--- src/rtl/mdm_pkg.sv ---
`timescale 1ns/1ps
package mdm_pkg;
  // status byte positions
  localparam int ST_DCTS = 0;
  localparam int ST_DDSR = 1;
  localparam int ST_TERI = 2;
  localparam int ST_DDCD = 3;
  localparam int ST_CTS  = 4;
  localparam int ST_DSR  = 5;
  localparam int ST_RI   = 6;
  localparam int ST_DCD  = 7;
  // control byte positions
  localparam int CT_DTR  = 0;
  localparam int CT_RTS  = 1;
  localparam int CT_OUT1 = 2;
  localparam int CT_OUT2 = 3;
  localparam int CT_LOOP = 4;

  localparam int BYTE_W  = 8;
  localparam int LINES   = 4;

  // packed so that it lines up with status bits 7:4
  typedef struct packed {
    logic dcd;
    logic ri;
    logic dsr;
    logic cts;
  } mdm_lines_t;
endpackage

--- src/rtl/mdm_sync.sv ---
`timescale 1ns/1ps
module mdm_sync #(
  parameter int W      = 4,
  parameter int STAGES = 2
) (
  input  logic         clk,
  input  logic         rst_n,
  input  logic [W-1:0] d_i,
  output logic [W-1:0] q_o
);
  localparam int CHAIN_W = W * STAGES;

  logic [CHAIN_W-1:0] chain_q;
  logic [CHAIN_W-1:0] chain_d;

  generate
    if (STAGES == 1) begin : g_one
      always_comb chain_d = d_i;
    end else begin : g_many
      always_comb chain_d = {chain_q[CHAIN_W-W-1:0], d_i};
    end
  endgenerate

  always_ff @(posedge clk or negedge rst_n) begin
    if (!rst_n) chain_q <= '0;
    else        chain_q <= chain_d;
  end

  assign q_o = chain_q[CHAIN_W-1 -: W];
endmodule

--- src/rtl/mdm_ctrl.sv ---
`timescale 1ns/1ps
module mdm_ctrl
  import mdm_pkg::*;
(
  input  logic              clk,
  input  logic              rst_n,
  input  logic              wr_i,
  input  logic [BYTE_W-1:0] wdata_i,
  output logic [BYTE_W-1:0] ctl_o,
  output logic              rts_pulse_o
);
  logic [BYTE_W-1:0] ctl_q, ctl_d;
  logic              pulse_q, pulse_d;

  always_comb begin
    ctl_d   = ctl_q;
    pulse_d = 1'b0;
    if (wr_i) begin
      ctl_d   = wdata_i;
      pulse_d = wdata_i[CT_RTS] & ~ctl_q[CT_RTS];
    end
  end

  always_ff @(posedge clk or negedge rst_n) begin
    if (!rst_n) begin
      ctl_q   <= '0;
      pulse_q <= 1'b0;
    end else begin
      ctl_q   <= ctl_d;
      pulse_q <= pulse_d;
    end
  end

  assign ctl_o       = ctl_q;
  assign rts_pulse_o = pulse_q;

  assert_pulse_single_R9: assert property (@(posedge clk) disable iff (!rst_n)
    pulse_q |=> !pulse_q);
  assert_pulse_cause_R9: assert property (@(posedge clk) disable iff (!rst_n)
    pulse_q |-> (ctl_q[CT_RTS] && !$past(ctl_q[CT_RTS])));
endmodule

--- src/rtl/mdm_status.sv ---
`timescale 1ns/1ps
module mdm_status
  import mdm_pkg::*;
(
  input  logic              clk,
  input  logic              rst_n,
  input  logic [BYTE_W-1:0] ctl_i,
  input  mdm_lines_t        pins_i,
  input  logic              wr_i,
  input  logic [BYTE_W-1:0] wdata_i,
  input  logic              rd_i,
  output logic [BYTE_W-1:0] st_o,
  output logic              pend_o
);
  logic [BYTE_W-1:0] st_q, st_d;
  mdm_lines_t        cur, prev;
  logic [LINES-1:0]  evt;
  logic              loop;

  assign loop = ctl_i[CT_LOOP];
  assign prev = st_q[ST_DCD:ST_CTS];

  always_comb begin
    if (loop) begin
      cur.dcd = ctl_i[CT_OUT2];
      cur.ri  = ctl_i[CT_OUT1];
      cur.dsr = ctl_i[CT_DTR];
      cur.cts = ctl_i[CT_RTS];
    end else begin
      cur = pins_i;
    end
  end

  always_comb begin
    evt          = '0;
    evt[ST_DCTS] = cur.cts ^ prev.cts;
    evt[ST_DDSR] = cur.dsr ^ prev.dsr;
    evt[ST_TERI] = prev.ri & ~cur.ri;
    evt[ST_DDCD] = cur.dcd ^ prev.dcd;
  end

  always_comb begin
    if (wr_i) st_d = wdata_i;
    else      st_d = {cur, (st_q[LINES-1:0] & {LINES{~rd_i}}) | evt};
  end

  always_ff @(posedge clk or negedge rst_n) begin
    if (!rst_n) st_q <= '0;
    else        st_q <= st_d;
  end

  assign st_o   = st_q;
  assign pend_o = |st_q[LINES-1:0];

  assert_loop_map_R3: assert property (@(posedge clk) disable iff (!rst_n)
    ($past(ctl_i[CT_LOOP]) && !$past(wr_i)) |->
      (st_q[ST_CTS] == $past(ctl_i[CT_RTS]) && st_q[ST_DSR] == $past(ctl_i[CT_DTR]) &&
       st_q[ST_RI] == $past(ctl_i[CT_OUT1]) && st_q[ST_DCD] == $past(ctl_i[CT_OUT2])));
  assert_read_clear_R6: assert property (@(posedge clk) disable iff (!rst_n)
    ($past(rd_i) && !$past(wr_i) && $past(evt) == '0) |-> st_q[LINES-1:0] == '0);
  assert_ri_trail_R5: assert property (@(posedge clk) disable iff (!rst_n)
    (st_q[ST_TERI] && !$past(st_q[ST_TERI]) && !$past(wr_i)) |->
      (!st_q[ST_RI] && $past(st_q[ST_RI])));
  assert_delta_cause_R4: assert property (@(posedge clk) disable iff (!rst_n)
    (st_q[ST_DCTS] && !$past(st_q[ST_DCTS]) && !$past(wr_i)) |->
      (st_q[ST_CTS] != $past(st_q[ST_CTS])));
endmodule

--- src/rtl/uart_modem_status.sv ---
`timescale 1ns/1ps
module uart_modem_status
  import mdm_pkg::*;
#(
  parameter int SYNC_STAGES = 2
) (
  input  logic       clk,
  input  logic       rst_n,
  input  logic       mcr_wr,
  input  logic [7:0] mcr_wdata,
  input  logic       msr_wr,
  input  logic [7:0] msr_wdata,
  input  logic       msr_rd,
  input  logic       cts_pin,
  input  logic       dsr_pin,
  input  logic       ri_pin,
  input  logic       dcd_pin,
  input  logic       tx_push,
  input  logic [7:0] tx_byte,
  output logic       ser_tx_vld,
  output logic       rx_inj_vld,
  output logic [7:0] rx_inj_byte,
  output logic       loop_sel,
  output logic [7:0] msr,
  output logic       msr_pend,
  output logic       rts_rise
);
  logic [BYTE_W-1:0] ctl;
  mdm_lines_t        pins_raw, pins_s;

  assign pins_raw.dcd = dcd_pin;
  assign pins_raw.ri  = ri_pin;
  assign pins_raw.dsr = dsr_pin;
  assign pins_raw.cts = cts_pin;

  mdm_sync #(.W(LINES), .STAGES(SYNC_STAGES)) u_sync (
    .clk(clk), .rst_n(rst_n), .d_i(pins_raw), .q_o(pins_s)
  );

  mdm_ctrl u_ctrl (
    .clk(clk), .rst_n(rst_n), .wr_i(mcr_wr), .wdata_i(mcr_wdata),
    .ctl_o(ctl), .rts_pulse_o(rts_rise)
  );

  mdm_status u_stat (
    .clk(clk), .rst_n(rst_n), .ctl_i(ctl), .pins_i(pins_s),
    .wr_i(msr_wr), .wdata_i(msr_wdata), .rd_i(msr_rd),
    .st_o(msr), .pend_o(msr_pend)
  );

  assign loop_sel    = ctl[CT_LOOP];
  assign ser_tx_vld  = tx_push & ~loop_sel;
  assign rx_inj_vld  = tx_push & loop_sel;
  assign rx_inj_byte = tx_byte;
endmodule

--- config.mk ---
export PLATFORM = sky130hd
export DESIGN_NAME = uart_modem_status
export DESIGN_NICKNAME = d
export VERILOG_FILES = /design/src/rtl/mdm_pkg.sv /design/src/rtl/mdm_sync.sv /design/src/rtl/mdm_ctrl.sv /design/src/rtl/mdm_status.sv /design/src/rtl/uart_modem_status.sv
export SDC_FILE = /design/constraint.sdc
export NUM_CORES = 1
export LEC_CHECK = 0
export BUFFER_PORTS_ARGS = -buffer_cell sky130_fd_sc_hd__buf_2
export CORE_MARGIN = 2
export CORE_UTILIZATION = 44
export DETAILED_ROUTE_END_ITERATION = 12
export PLACE_DENSITY_LB_ADDON = 0.05
export SLEW_MARGIN = 25
export SYNTH_ARGS = -nofsm -noshare
export SYNTH_HDL_FRONTEND = slang
export SYNTH_SLANG_ARGS = --single-unit
--- constraint.sdc ---
create_clock -name clk -period 3.55 [get_ports clk]
set_input_delay 0.8875 -clock clk [delete_from_list [all_inputs] [get_ports clk]]
set_output_delay 0.8875 -clock clk [all_outputs]
set_load 0.02 [all_outputs]
## Word level (Yosys, flattened, before mapping)

Cells that the tools add are included.

- Multiplexer cells: 3
- Reductions and logical operators: 1
- Bitwise gates (word level): 13

Operators with widths:

| cell | number |
|---|---|
| two-way mux 8 bit | 1 |
| bitwise AND 1 bit | 4 |
| bitwise AND 4 bit | 1 |
| two-way mux 4 bit | 1 |
| inverter 1 bit | 4 |
| bitwise OR 4 bit | 1 |
| OR reduction 4 bit | 1 |
| bitwise XOR 1 bit | 3 |
| two-way mux 1 bit | 1 |

- Bits of input ports: 34
- Register bits after elaboration: 22

## Depth between registers and ports, before layout

- Depth after elaboration: 5
- Gate-level depth with buffers: 4
- Mapped depth without buffers: 3

## Cells and area by module

A second synthesis with hierarchy kept.

- Cells, all modules: 77
- Area total of the unflattened synthesis: 1074.8 µm²

Modules (own cells, without submodules):

| module | sequential area each (µm²) | area an instance (µm²) | cells each | times used |
|---|---|---|---|---|
| mdm_status | 200.2 | 401.6 | 36 | 1 |
| mdm_ctrl | 225.2 | 366.6 | 19 | 1 |
| mdm_sync | 200.2 | 230.2 | 12 | 1 |
| uart_modem_status | 0.0 | 76.3 | 10 | 1 |

## Worst setup path before layout

Ideal clock, no wire load.

- Path type: in2out
- Start: input port tx_push
- End: output port ser_tx_vld
- Stages on the path: 1
- Arrival: 1.104 ns
- Required time: 2.663 ns
- Slack: 1.558 ns
- Path through: and2b_2

- Longest elaborated chain between the ends: 1

Ends and longest elaborated chain:

| what | line | source |
|---|---|---|
| start: declaration | uart_modem_status.sv:18 | `input logic tx_push,` |
| bitwise AND 1 bit | uart_modem_status.sv:52 | `assign ser_tx_vld = tx_push & ~loop_sel;` |
| end: declaration | uart_modem_status.sv:20 | `output logic ser_tx_vld,` |

No other way between the ends.

## Worst setup path after layout

- Start: register u_stat.st_q[3], in the netlist u_stat.st_o[3]
- End: output port msr_pend

- Longest elaborated chain between the ends: 1

Ends and longest elaborated chain:

| what | line | source |
|---|---|---|
| start: declaration | mdm_status.sv:15 | `logic [BYTE_W-1:0] st_q, st_d;` |
| start signal: assignment | mdm_status.sv:49 | `else st_q <= st_d;` |
| OR reduction 4 bit | mdm_status.sv:53 | `assign pend_o = \|st_q[LINES-1:0];` |
| end: declaration | uart_modem_status.sv:25 | `output logic msr_pend,` |

No other way between the ends.

==> metrics.md <==
| Metric | Value |
|---|---|
| Avg WL per Cell | `11.4 µm` |
| Non-filler cells, final | `126` |
| Routed WL | `1.44 mm` |
| Die H | `49.4 µm` |
| Mux cell area share after synthesis | `14.5%` |
| Crit. End Element | `primary output` |
| Setup violators final | `0` |
| Vias per cell | `4.67` |
| Clock Pin Slew Worst Setup and Hold Paths | `110 ps` |
| Seq pwr share | `56.3%` |
| Adder-Cell Fraction of Synth Area | `0%` |
| Met1 WL | `558 µm` |
| FF+latch area | `551 µm²` |
| Antenna viol nets, final | `0` |
| Compound-Gate Fraction of Synth Area | `5.39%` |
| CP Launch Point | `u_stat.st_o[3]` |
| Internal | `0.000375 W` |
| Clock sinks | `22` |
| Postcts setup bufs | `0` |
| CP Max Fanout | `3` |
| Final hold viol count | `0` |
| Crit path DAT | `1390 ps` |
| IO Pins | `55` |
| Total negative slack | `0 ps` |
| # diodes | `0` |
| 1st-iter DRT viols | `3` |
| Port Buffers | `35` |
| Logic gate share of total power | `17.4%` |
| Initial Utilization | `46.6%` |
| Vias in the first global route | `555` |
| CORE AREA | `0.00194 mm²` |
| Max-cap violations | `0` |
| Syn Area/Cell | `12.9 µm²` |
| CTS Buf Count | `3` |
| Post-Synth Simple-Gate Area | `5.52%` |
| PwrDens | `473 mW/mm²` |
| Critical R2R Launch | `u_ctrl.ctl_o[4]` |
| Routability cong. | `0.647` |
| Nets | `134` |
| Post-synth net total | `104` |
| Post-CTS Hold Fix Bufs | `0` |
| Largest family of logic cells by synthesized area | `multiplexers` |
| DP HPWL | `1.14 mm` |
| Netlist cell types | `19` |
| Met2 routed WL | `695 µm` |
| Worst skew pair latency | `300 ps` |
| DR top layer | `met4` |
| Die footprint | `0.00244 mm²` |
| DR pass1 iterations | `2` |
| Worst hold start | `u_sync.chain_q[0]` |
| Cells after DPL | `122` |
| Tmin final | `2280 ps` |
| Met3 WL | `159 µm` |
| Clock power frac | `26.4%` |
| Multi-input logic area | `256 µm²` |
| Fillers | `187` |
| Total track usage | `12.6%` |
| Largest net degree at the start of global routing | `23` |
| Clock Tree Root | `clkbuf_4` |
| Pins Over Slew Limit | `0` |
| Design Area, Final | `0.00107 mm²` |
| Die X | `49.4 µm` |
| Vias | `589` |
| Max IR drop VDD | `0.264 mV` |
| Post-Synth XOR/XNOR Area | `2.90%` |
| CP Class | `reg -> out` |
| FF+latch count, synth | `22` |
| Final period utilization | `64.1%` |
| Slew @ Worst Pin | `473 ps` |
| Mapped Area | `906 µm²` |
| Slew margin rel. | `68.5%` |
| CTS tree | `yes` |
| Max H-tree Level | `1` |
| Fmax | `439 MHz` |
| Synth warnings | `0` |
| Sw frac | `26.1%` |
| Area Overhead vs Synth | `18.6%` |
| Placed cell areas | `0.00104 mm²` |
| Initial antenna violation count | `0` |
| Startpoint types | `flop` |
| RSZ-0062 raised after global routing | `false` |
| Bufs on Longest Clock Path | `2` |
| Clock skew | `1.62 ps` |
| Critical path data required time | `2660 ps` |
| Global-route wire length before repair | `2.35 mm` |
| Status | `completed` |
| DRC violations left | `0` |
| Worst min-delay path category | `reg -> reg` |
| Post-CTS sizing | `0` |
| Sequential area share after synthesis | `60.8%` |
| Leakage power | `0.553 nW` |
| Switching power | `0.000133 W` |
| Synth Instances | `70` |
| Share of cells above drive strength 1 | `47.5%` |
| Cell row count | `16` |
| Total gr overflow | `0` |
## Yosys cell counts, drive strengths merged
library cell	number	area [µm²]
mux2	6	71.3
or4	1	7.51
nor2	1	3.75
nor2b	3	18.8
and2b	1	8.76
a221oi	1	8.76
o21ai	1	5.00
xnor2	1	8.76
dfrtp	22	551
inv	6	22.5
xor2	2	17.5
a21oi	7	35.0
and2	1	7.51
mux2i	6	60.1
nand2	1	3.75
buf	10	76.3
## kinds of logic (layout without fill, tap and decap cells)
group / Yosys count / count (layout)
buffers and inverters: 16 / 45
AND/OR/NAND/NOR: 8 / 8
flip-flops: 22 / 22
XOR/XNOR: 3 / 3
AO/OA/AOI/OAI: 9 / 9
multiplexers: 12 / 12
## sequential cells by signal, indices dropped and copies added, names as in the netlist
register,cells
u_sync.chain_q,8
u_stat.st_o,8
u_ctrl.ctl_o,5
u_ctrl.rts_pulse_o,1
## power groups by stage
stage / clock, W / combinational [W] / sequential [W]
global route: 0.000148 / 0.0000967 / 0.000290
global placement: 0 / 0.0000881 / 0.000291
CTS: 0.000139 / 0.0000900 / 0.000286
detailed placement: 0 / 0.0000899 / 0.000291
floorplan: 0 / 0.0000546 / 0.000304
finish: 0.000134 / 0.0000882 / 0.000286
## critical path: stages, from the launching register on
cell	delay (ps)
dfrtp_1	410
or4_1	510
buf_2	170
## cells in the final DEF, fill, tap and decap left out, drive strengths merged
| cell type | Yosys | layout |
|---|---|---|
| inv | 6 | 6 |
| buf | 10 | 35 |
| nor2 | 1 | 1 |
| xnor2 | 1 | 1 |
| and2b | 1 | 1 |
| a21oi | 7 | 7 |
| dfrtp | 22 | 22 |
| mux2i | 6 | 6 |
| and2 | 1 | 1 |
| xor2 | 2 | 2 |
| clkbuf | 0 | 4 |
| a221oi | 1 | 1 |
| or4 | 1 | 1 |
| nor2b | 3 | 3 |
| o21ai | 1 | 1 |
| nand2 | 1 | 1 |
| mux2 | 6 | 6 |
## per-stage QoR
| stage | setup slack (ps) | hold slack, ps | total power (W) | util [%] |
|---|---|---|---|---|
| 4_1_cts | 1260 | 363 | 0.000515 | 55.3 |
| 5_1_grt | 1230 | 371 | 0.000534 | 55.3 |
| 6_report | 1270 | 360 | 0.000508 | 55.3 |
| 3_5_place_dp | 1340 | 336 | 0.000381 | 53.5 |
| 2_1_floorplan | 1560 | 331 | 0.000358 | - |
| 3_3_place_gp | 1360 | 332 | 0.000379 | 53.5 |
## area by class of cell
| type | instances | area share [%] |
|---|---|---|
| sequential | 22 | 51.2 |
| multi-input combinational | 32 | 23.9 |
| timing repair buffer | 35 | 16.3 |
| clock buffer | 4 | 3.38 |
| tap | 27 | 3.14 |
| inverter | 6 | 2.10 |
## worst paths after layout
check,endpoint,slack [ps],cells after the start
setup / recovery,msr_pend,1270,2
hold / removal,u_sync.chain_q[4],360,0
setup reg to reg,u_stat.st_o[4],2280,2
hold reg to reg,u_sync.chain_q[4],360,0
max in group asynchronous,u_stat.st_o[3],2710,1
min in group asynchronous,u_sync.chain_q[0],520,1
## routing by layer
layer / global-route usage (%) / up-vias
met1: 14.9 / 275
met2: 20.9 / 30
met4: 6.94 / 0
li1: - / 280
met5: 0 / -
met3: 3.07 / 4
(Power assumes the default switching activity.)
